File: config.mk
export PLATFORM = sky130hd
export DESIGN_NAME = chgdet_top
export DESIGN_NICKNAME = d
export VERILOG_FILES = /design/src/rtl/chgdet_pkg.sv /design/src/rtl/chgdet_filter.sv /design/src/rtl/chgdet_port.sv /design/src/rtl/chgdet_top.sv
export SDC_FILE = /design/constraint.sdc
export NUM_CORES = 1
export LEC_CHECK = 0
export BUFFER_PORTS_ARGS = -buffer_cell sky130_fd_sc_hd__buf_2
export CAP_MARGIN = 20
export CORE_UTILIZATION = 54
export CTS_BUF_LIST = sky130_fd_sc_hd__clkbuf_4 sky130_fd_sc_hd__clkbuf_8 sky130_fd_sc_hd__clkbuf_16
export CTS_CLUSTER_DIAMETER = 50
export DETAILED_ROUTE_END_ITERATION = 8
export GPL_TIMING_DRIVEN = 0
export MAX_ROUTING_LAYER = met4
export PLACE_DENSITY = 0.8
export SLEW_MARGIN = 20
export SYNTH_ARGS = -nofsm -noshare
export SYNTH_HDL_FRONTEND = slang
export SYNTH_SLANG_ARGS = --single-unit
File: constraint.sdc
create_clock -name clk -period 2.15 [get_ports clk]
set_clock_uncertainty 0.15 [all_clocks]
set_input_delay 0 -clock clk [delete_from_list [all_inputs] [get_ports clk]]
set_output_delay 0 -clock clk [all_outputs]
set_load 0.02 [all_outputs]
File: src/rtl/chgdet_pkg.sv
package chgdet_pkg;

  typedef enum logic [1:0] {
    ST_IDLE = 2'b00,
    ST_RESP = 2'b01,
    ST_DONE = 2'b10,
    ST_FAIL = 2'b11
  } hs_state_e;

  typedef enum logic [1:0] {
    CLS_DEF  = 2'b00,
    CLS_900  = 2'b01,
    CLS_1500 = 2'b10
  } cur_class_e;

endpackage

File: src/rtl/chgdet_filter.sv
module chgdet_filter #(
  parameter int CNT_W       = 8,
  parameter int SYNC_STAGES = 2
) (
  input  logic             clk,
  input  logic             rst_n,
  input  logic             raw_in,
  input  logic [CNT_W-1:0] db_len,
  output logic             filt_out
);

  logic [SYNC_STAGES-1:0] sync_q;
  logic                   synced;
  logic [CNT_W-1:0]       run_cnt;
  logic [CNT_W-1:0]       limit;

  // synchronizer chain, oldest sample at the top bit
  always_ff @(posedge clk) begin
    if (!rst_n) sync_q <= '0;
    else        sync_q <= {sync_q[SYNC_STAGES-2:0], raw_in};
  end

  assign synced = sync_q[SYNC_STAGES-1];

  // a zero length behaves as one cycle
  assign limit = (db_len == '0) ? '0 : db_len - 1'b1;

  always_ff @(posedge clk) begin
    if (!rst_n) begin
      run_cnt  <= '0;
      filt_out <= 1'b0;
    end else if (synced == filt_out) begin
      run_cnt <= '0;
    end else if (run_cnt >= limit) begin
      filt_out <= synced;
      run_cnt  <= '0;
    end else begin
      run_cnt <= run_cnt + 1'b1;
    end
  end

endmodule

File: src/rtl/chgdet_port.sv
module chgdet_port
  import chgdet_pkg::*;
#(
  parameter int CNT_W = 8
) (
  input  logic             clk,
  input  logic             rst_n,
  input  logic             active,
  input  logic             det,
  input  logic             dev_hs,
  input  logic [CNT_W-1:0] on_min,
  input  logic [CNT_W-1:0] on_max,
  output logic             dm_src,
  output logic [1:0]       status,
  output logic [1:0]       cls
);

  hs_state_e        state_q, state_d;
  logic [CNT_W-1:0] tmr_q, tmr_d;
  logic             in_window;

  assign in_window = (tmr_q >= on_min) && (tmr_q <= on_max);

  always_comb begin
    state_d = state_q;
    tmr_d   = tmr_q;
    if (!active) begin
      state_d = ST_IDLE;
      tmr_d   = '0;
    end else begin
      unique case (state_q)
        ST_IDLE: begin
          if (det) begin
            state_d = ST_RESP;
            tmr_d   = {{(CNT_W-1){1'b0}}, 1'b1};
          end
        end
        ST_RESP: begin
          if (det) begin
            if (tmr_q >= on_max) state_d = ST_FAIL;
            else                 tmr_d   = tmr_q + 1'b1;
          end else begin
            state_d = in_window ? ST_DONE : ST_FAIL;
          end
        end
        ST_DONE: state_d = ST_DONE;
        ST_FAIL: begin
          if (!det) state_d = ST_IDLE;
        end
        default: state_d = ST_IDLE;
      endcase
    end
  end

  always_ff @(posedge clk) begin
    if (!rst_n) begin
      state_q <= ST_IDLE;
      tmr_q   <= '0;
    end else begin
      state_q <= state_d;
      tmr_q   <= tmr_d;
    end
  end

  // the response source is gated by activity so an abort turns it off at once
  assign dm_src = (state_q == ST_RESP) && active;
  assign status = state_q;

  always_comb begin
    if (state_q == ST_DONE) cls = dev_hs ? CLS_900 : CLS_1500;
    else                    cls = CLS_DEF;
  end

endmodule

File: src/rtl/chgdet_top.sv
module chgdet_top #(
  parameter  int N_PORTS = 3,
  parameter  int CNT_W   = 8,
  localparam int NP_W    = $clog2(N_PORTS + 1)
) (
  input  logic                 clk,
  input  logic                 rst_n,
  input  logic                 chg_enable,
  input  logic [NP_W-1:0]      cfg_nports,
  input  logic [CNT_W-1:0]     cfg_db_len,
  input  logic [CNT_W-1:0]     cfg_on_min,
  input  logic [CNT_W-1:0]     cfg_on_max,
  input  logic [N_PORTS-1:0]   dev_attached,
  input  logic [N_PORTS-1:0]   dp_src_seen,
  input  logic [N_PORTS-1:0]   dev_hs,
  output logic [N_PORTS-1:0]   dm_src_en,
  output logic [2*N_PORTS-1:0] port_status,
  output logic [2*N_PORTS-1:0] cur_class
);

  for (genvar i = 0; i < N_PORTS; i++) begin : g_port
    logic det_f;
    logic act;

    assign act = chg_enable && dev_attached[i] && (NP_W'(i) < cfg_nports);

    chgdet_filter #(.CNT_W(CNT_W), .SYNC_STAGES(2)) u_filt (
      .clk      (clk),
      .rst_n    (rst_n),
      .raw_in   (dp_src_seen[i]),
      .db_len   (cfg_db_len),
      .filt_out (det_f)
    );

    chgdet_port #(.CNT_W(CNT_W)) u_fsm (
      .clk    (clk),
      .rst_n  (rst_n),
      .active (act),
      .det    (det_f),
      .dev_hs (dev_hs[i]),
      .on_min (cfg_on_min),
      .on_max (cfg_on_max),
      .dm_src (dm_src_en[i]),
      .status (port_status[2*i +: 2]),
      .cls    (cur_class[2*i +: 2])
    );
  end

endmodule

==> run metrics <==
CTS tree=done; Critical-path top delay cell=or4_1; met1 Use GR=0.307; Worst Reg-to-Reg Cells=8; Vias=roughly 4,900; Critical Path AT=~2500 ps; PwrDens=428 nW/um2; Peak VDD IR=about 0.5 mV; H-tree depth=3; commonest non-fill, non-tap cell in the layout=ha_1; WHS Endpoint=g_port[1].u_fsm.tmr_q[0]; clock root cell=clkbuf_8; Critical Path RT=2280 ps; met3 Use GR=0.0696; leakage=between 2 and 3 nW; Setup CP Type=reg2reg; syn_nets=~700; detailed-route DRC error count=0; Crit. End Element=flop; max cap viols=0; Synth Area in XOR/XNOR=0.0418; Syn Area/Cell=about 8.5 um2; Worst-path clk slew=approximately 80 ps; number of global-route vias before repair=between 4,000 and 5,000; Setup-failing EPs final=17; hold path start=cfg_nports[1]; layout cells sized above 1=0.337; logic gate share of total power=0.112; failing checks=setup timing; initial drt markers=roughly 270; CP Launch Type=flop; register area share after synthesis=0.262; Critical Path Fanout Max=6; Main synth FF type=dfxtp_1; Num CTS Buffers=9; largest net degree at the start of global routing=12; first-pass GRT wire length=roughly 20,000 um; flop2flop setup slack=-190 ps; Peak Freq=about 430 MHz; Final Slew Violations=0; largest family of logic cells by synthesized area=adder cells; RR Endpoint=g_port[1].u_fsm.tmr_q[4]; Core ar.=roughly 8700 um2; mux contribution to synthesized area=0.0252; most frequent cells in the layout=75 x ha_1, 55 x buf_2, 37 x inv_1, 37 x dfxtp_1, 35 x nor2_1; Worst-Skew Late Latency=350 ps; Int Pwr=about 0.0021 W; slew at the pin closest to its max-slew limit=approximately 690 ps; die footprint=around 9300 um2; Pwr Total=roughly 0.0028 W; deepest clock path buffer count=2; Util after Layout=0.752; initial antenna violation count=0; flops & latches, synth=63; Synth async-reset ratio=0; Largest stage delay, worst path=approximately 400 ps; gp weighted congestion=around 0.85; Compound-Gate Fraction of Synth Area=0.174; # port buffers=slightly above 50; busiest grt layer=met2; met2 usage=0.506; simple-gate area share of the yosys netlist=0.214; Post-Place Worst Slack=-389 ps; Flop pwr share=0.416; Die X=approximately 96 um; Sink Count=63; GR Util All Layers=0.290; Distinct cells, synth=52; hold depth=4; DP HPWL=8810 um; Adder-Cell Fraction of Synth Area=0.236; antenna cell count=0; Worst slew margin=0.538; DRT antenna net count=0; critical path's top delay family=compound AO/OA/AOI/OAI gates; Hold Slack=between 90 and 100 ps; min cycle time layout=~2300 ps; effective utilization at floorplan=0.556; Clock Power Share=0.472; final wirelength=approximately 15,000 um; Die H=approximately 96 um; EDFF count, synth=0; RSZ-0062 raised after global routing=true; Via-to-Cell Ratio=roughly 6.2; Pre-Repair DR Iteration Count=8; Syn Inst Count=570; crit-path cells=ha_4 > nor2b_4 > o211ai_1 > a21o_2 > a21oi_4 > buf_6 > or4_1 > a21oi_1; Critical path buffers and inverters=1; area added between synthesis and finish=35.3%; switching pwr=between 0.0006 and 0.0007 W; status=finished with violations; sw frac=0.250; Hold WC Path Type=in2reg; synthesized area=roughly 4800 um2; final worst slack=-188 ps; row cnt=34; # nets final=between 800 and 900; Routed WL per cell=18.4 um; IO Count=53; period utilisation layout=1.09; grt ovf=0; worst r2r src=g_port[1].u_fsm.tmr_q[1]; final hold vios=0; Yosys Warn Count=0
-- sequential cells by signal, summed over array words and instances, names as in the netlist --
signal                  flops
g_port.u_filt.run_cnt      24
g_port.u_filt.filt_out      3
g_port.u_fsm.status         6
g_port.u_fsm.tmr_q         24
g_port.u_filt.sync_q        6
-- kinds of logic after synthesis --
| kind of cell | after synthesis |
|---|---|
| and+or+nand+nor | 195 |
| buffers and inverters | 54 |
| adders and majority gates | 91 |
| muxes | 12 |
| AOI/OAI and AO/OA | 132 |
| DFF | 63 |
| xor gates and xnor gates | 23 |
-- synthesized netlist by cell type (all sizes together), types with 2 or more instances --
cell,count,area [um2]
a211oi,3,22.5
a21o,17,129
a21oi,47,239
a221o,2,20.0
a311o,3,30.0
a31oi,4,25.0
a41oi,2,17.5
and2,10,62.6
and3,11,68.8
and4,3,26.3
buf,8,53.8
clkbuf,6,22.5
dfxtp,63,1260
ha,91,1140
inv,40,150
mux2i,11,110
nand2,30,113
nand2b,12,75.1
nand3,26,130
nand3b,2,15.0
nand4,14,87.6
nor2,43,164
nor2b,11,68.8
nor3,8,40.0
nor3b,2,20.0
nor4,5,31.3
o2111ai,2,17.5
o211ai,3,22.5
o21ai,23,115
o21bai,4,30.0
o22ai,2,12.5
o31ai,13,97.6
or3,5,31.3
or4,12,90.1
xnor2,7,61.3
xor2,16,140
-- worst max path at each step --
stage / end / startpoint / slack [ps] / depth (start not counted)
CTS: g_port[0].u_fsm.status[0] / g_port[0].u_fsm.tmr_q[0] / 0.4 / 8
global route: g_port[1].u_fsm.status[0] / g_port[1].u_fsm.tmr_q[1] / -170 / 8
detailed placement: g_port[2].u_filt.run_cnt[3] / cfg_db_len[0] / -390 / 13
finish: g_port[1].u_fsm.tmr_q[4] / g_port[1].u_fsm.tmr_q[1] / -190 / 8
global placement: g_port[2].u_filt.run_cnt[2] / cfg_db_len[0] / -330 / 13
floorplan: g_port[1].u_fsm.tmr_q[4] / g_port[1].u_fsm.tmr_q[1] / 30 / 8
-- per-layer routing --
| metal | routed length, um | vias up |
|---|---|---|
| li1 | - | 2306 |
| met1 | 5830 | 2348 |
| met2 | 7160 | 204 |
| met3 | 886 | 69 |
| met4 | 701 | 0 |
| met5 | 0 | - |
-- cell type report --
cell class | instances | area (um2)
Inverter | 40 | 150
Fill cell | 607 | 2150
Clock buffer | 10 | 138
Buffer | 14 | 93.8
Multi-Input combinational cell | 453 | 3900
Clock inverter | 6 | 108
Sequential cell | 63 | 1330
Tap cell | 108 | 135
Timing Repair Buffer | 99 | 669
-- power by group through the flow --
stage	clock [W]	combinational [W]	sequential, W
floorplan	0	0.000136	0.00120
detailed placement	0	0.000227	0.00120
global placement	0	0.000212	0.00120
CTS	0.00132	0.000270	0.00117
global route	0.00136	0.000342	0.00116
finish	0.00132	0.000313	0.00116
-- worst register-to-register path, stage by stage, from the launching register on --
cell	delay (ps)
dfxtp_4	360
ha_4	220
nor2b_4	130
o211ai_1	340
a21o_2	290
a21oi_4	80
buf_6	140
or4_1	400
a21oi_1	150
-- what timing repair did --
item / in CTS / in global routing
hold buffers: 10 / 0
buffers inserted: 27 / 10
pin swaps: 25 / 50
cloned: 1 / 0
setup endpoints to repair: 33 / 55
gates resized for setup: 73 / 90
endpoints found under the hold margin: 13 / 0
-- per-stage QoR --
step | setup TNS, ps | cell area (um2) | cells
2_1_floorplan | 0 | 4820 | 570
3_3_place_gp | -9200 | 5220 | 729
3_5_place_dp | -11710 | 5220 | 729
4_1_cts | 0 | 6070 | 783
5_1_grt | -3190 | 6530 | 793
6_report | -1300 | 6530 | 793
Power figures use the tool's default switching activity.
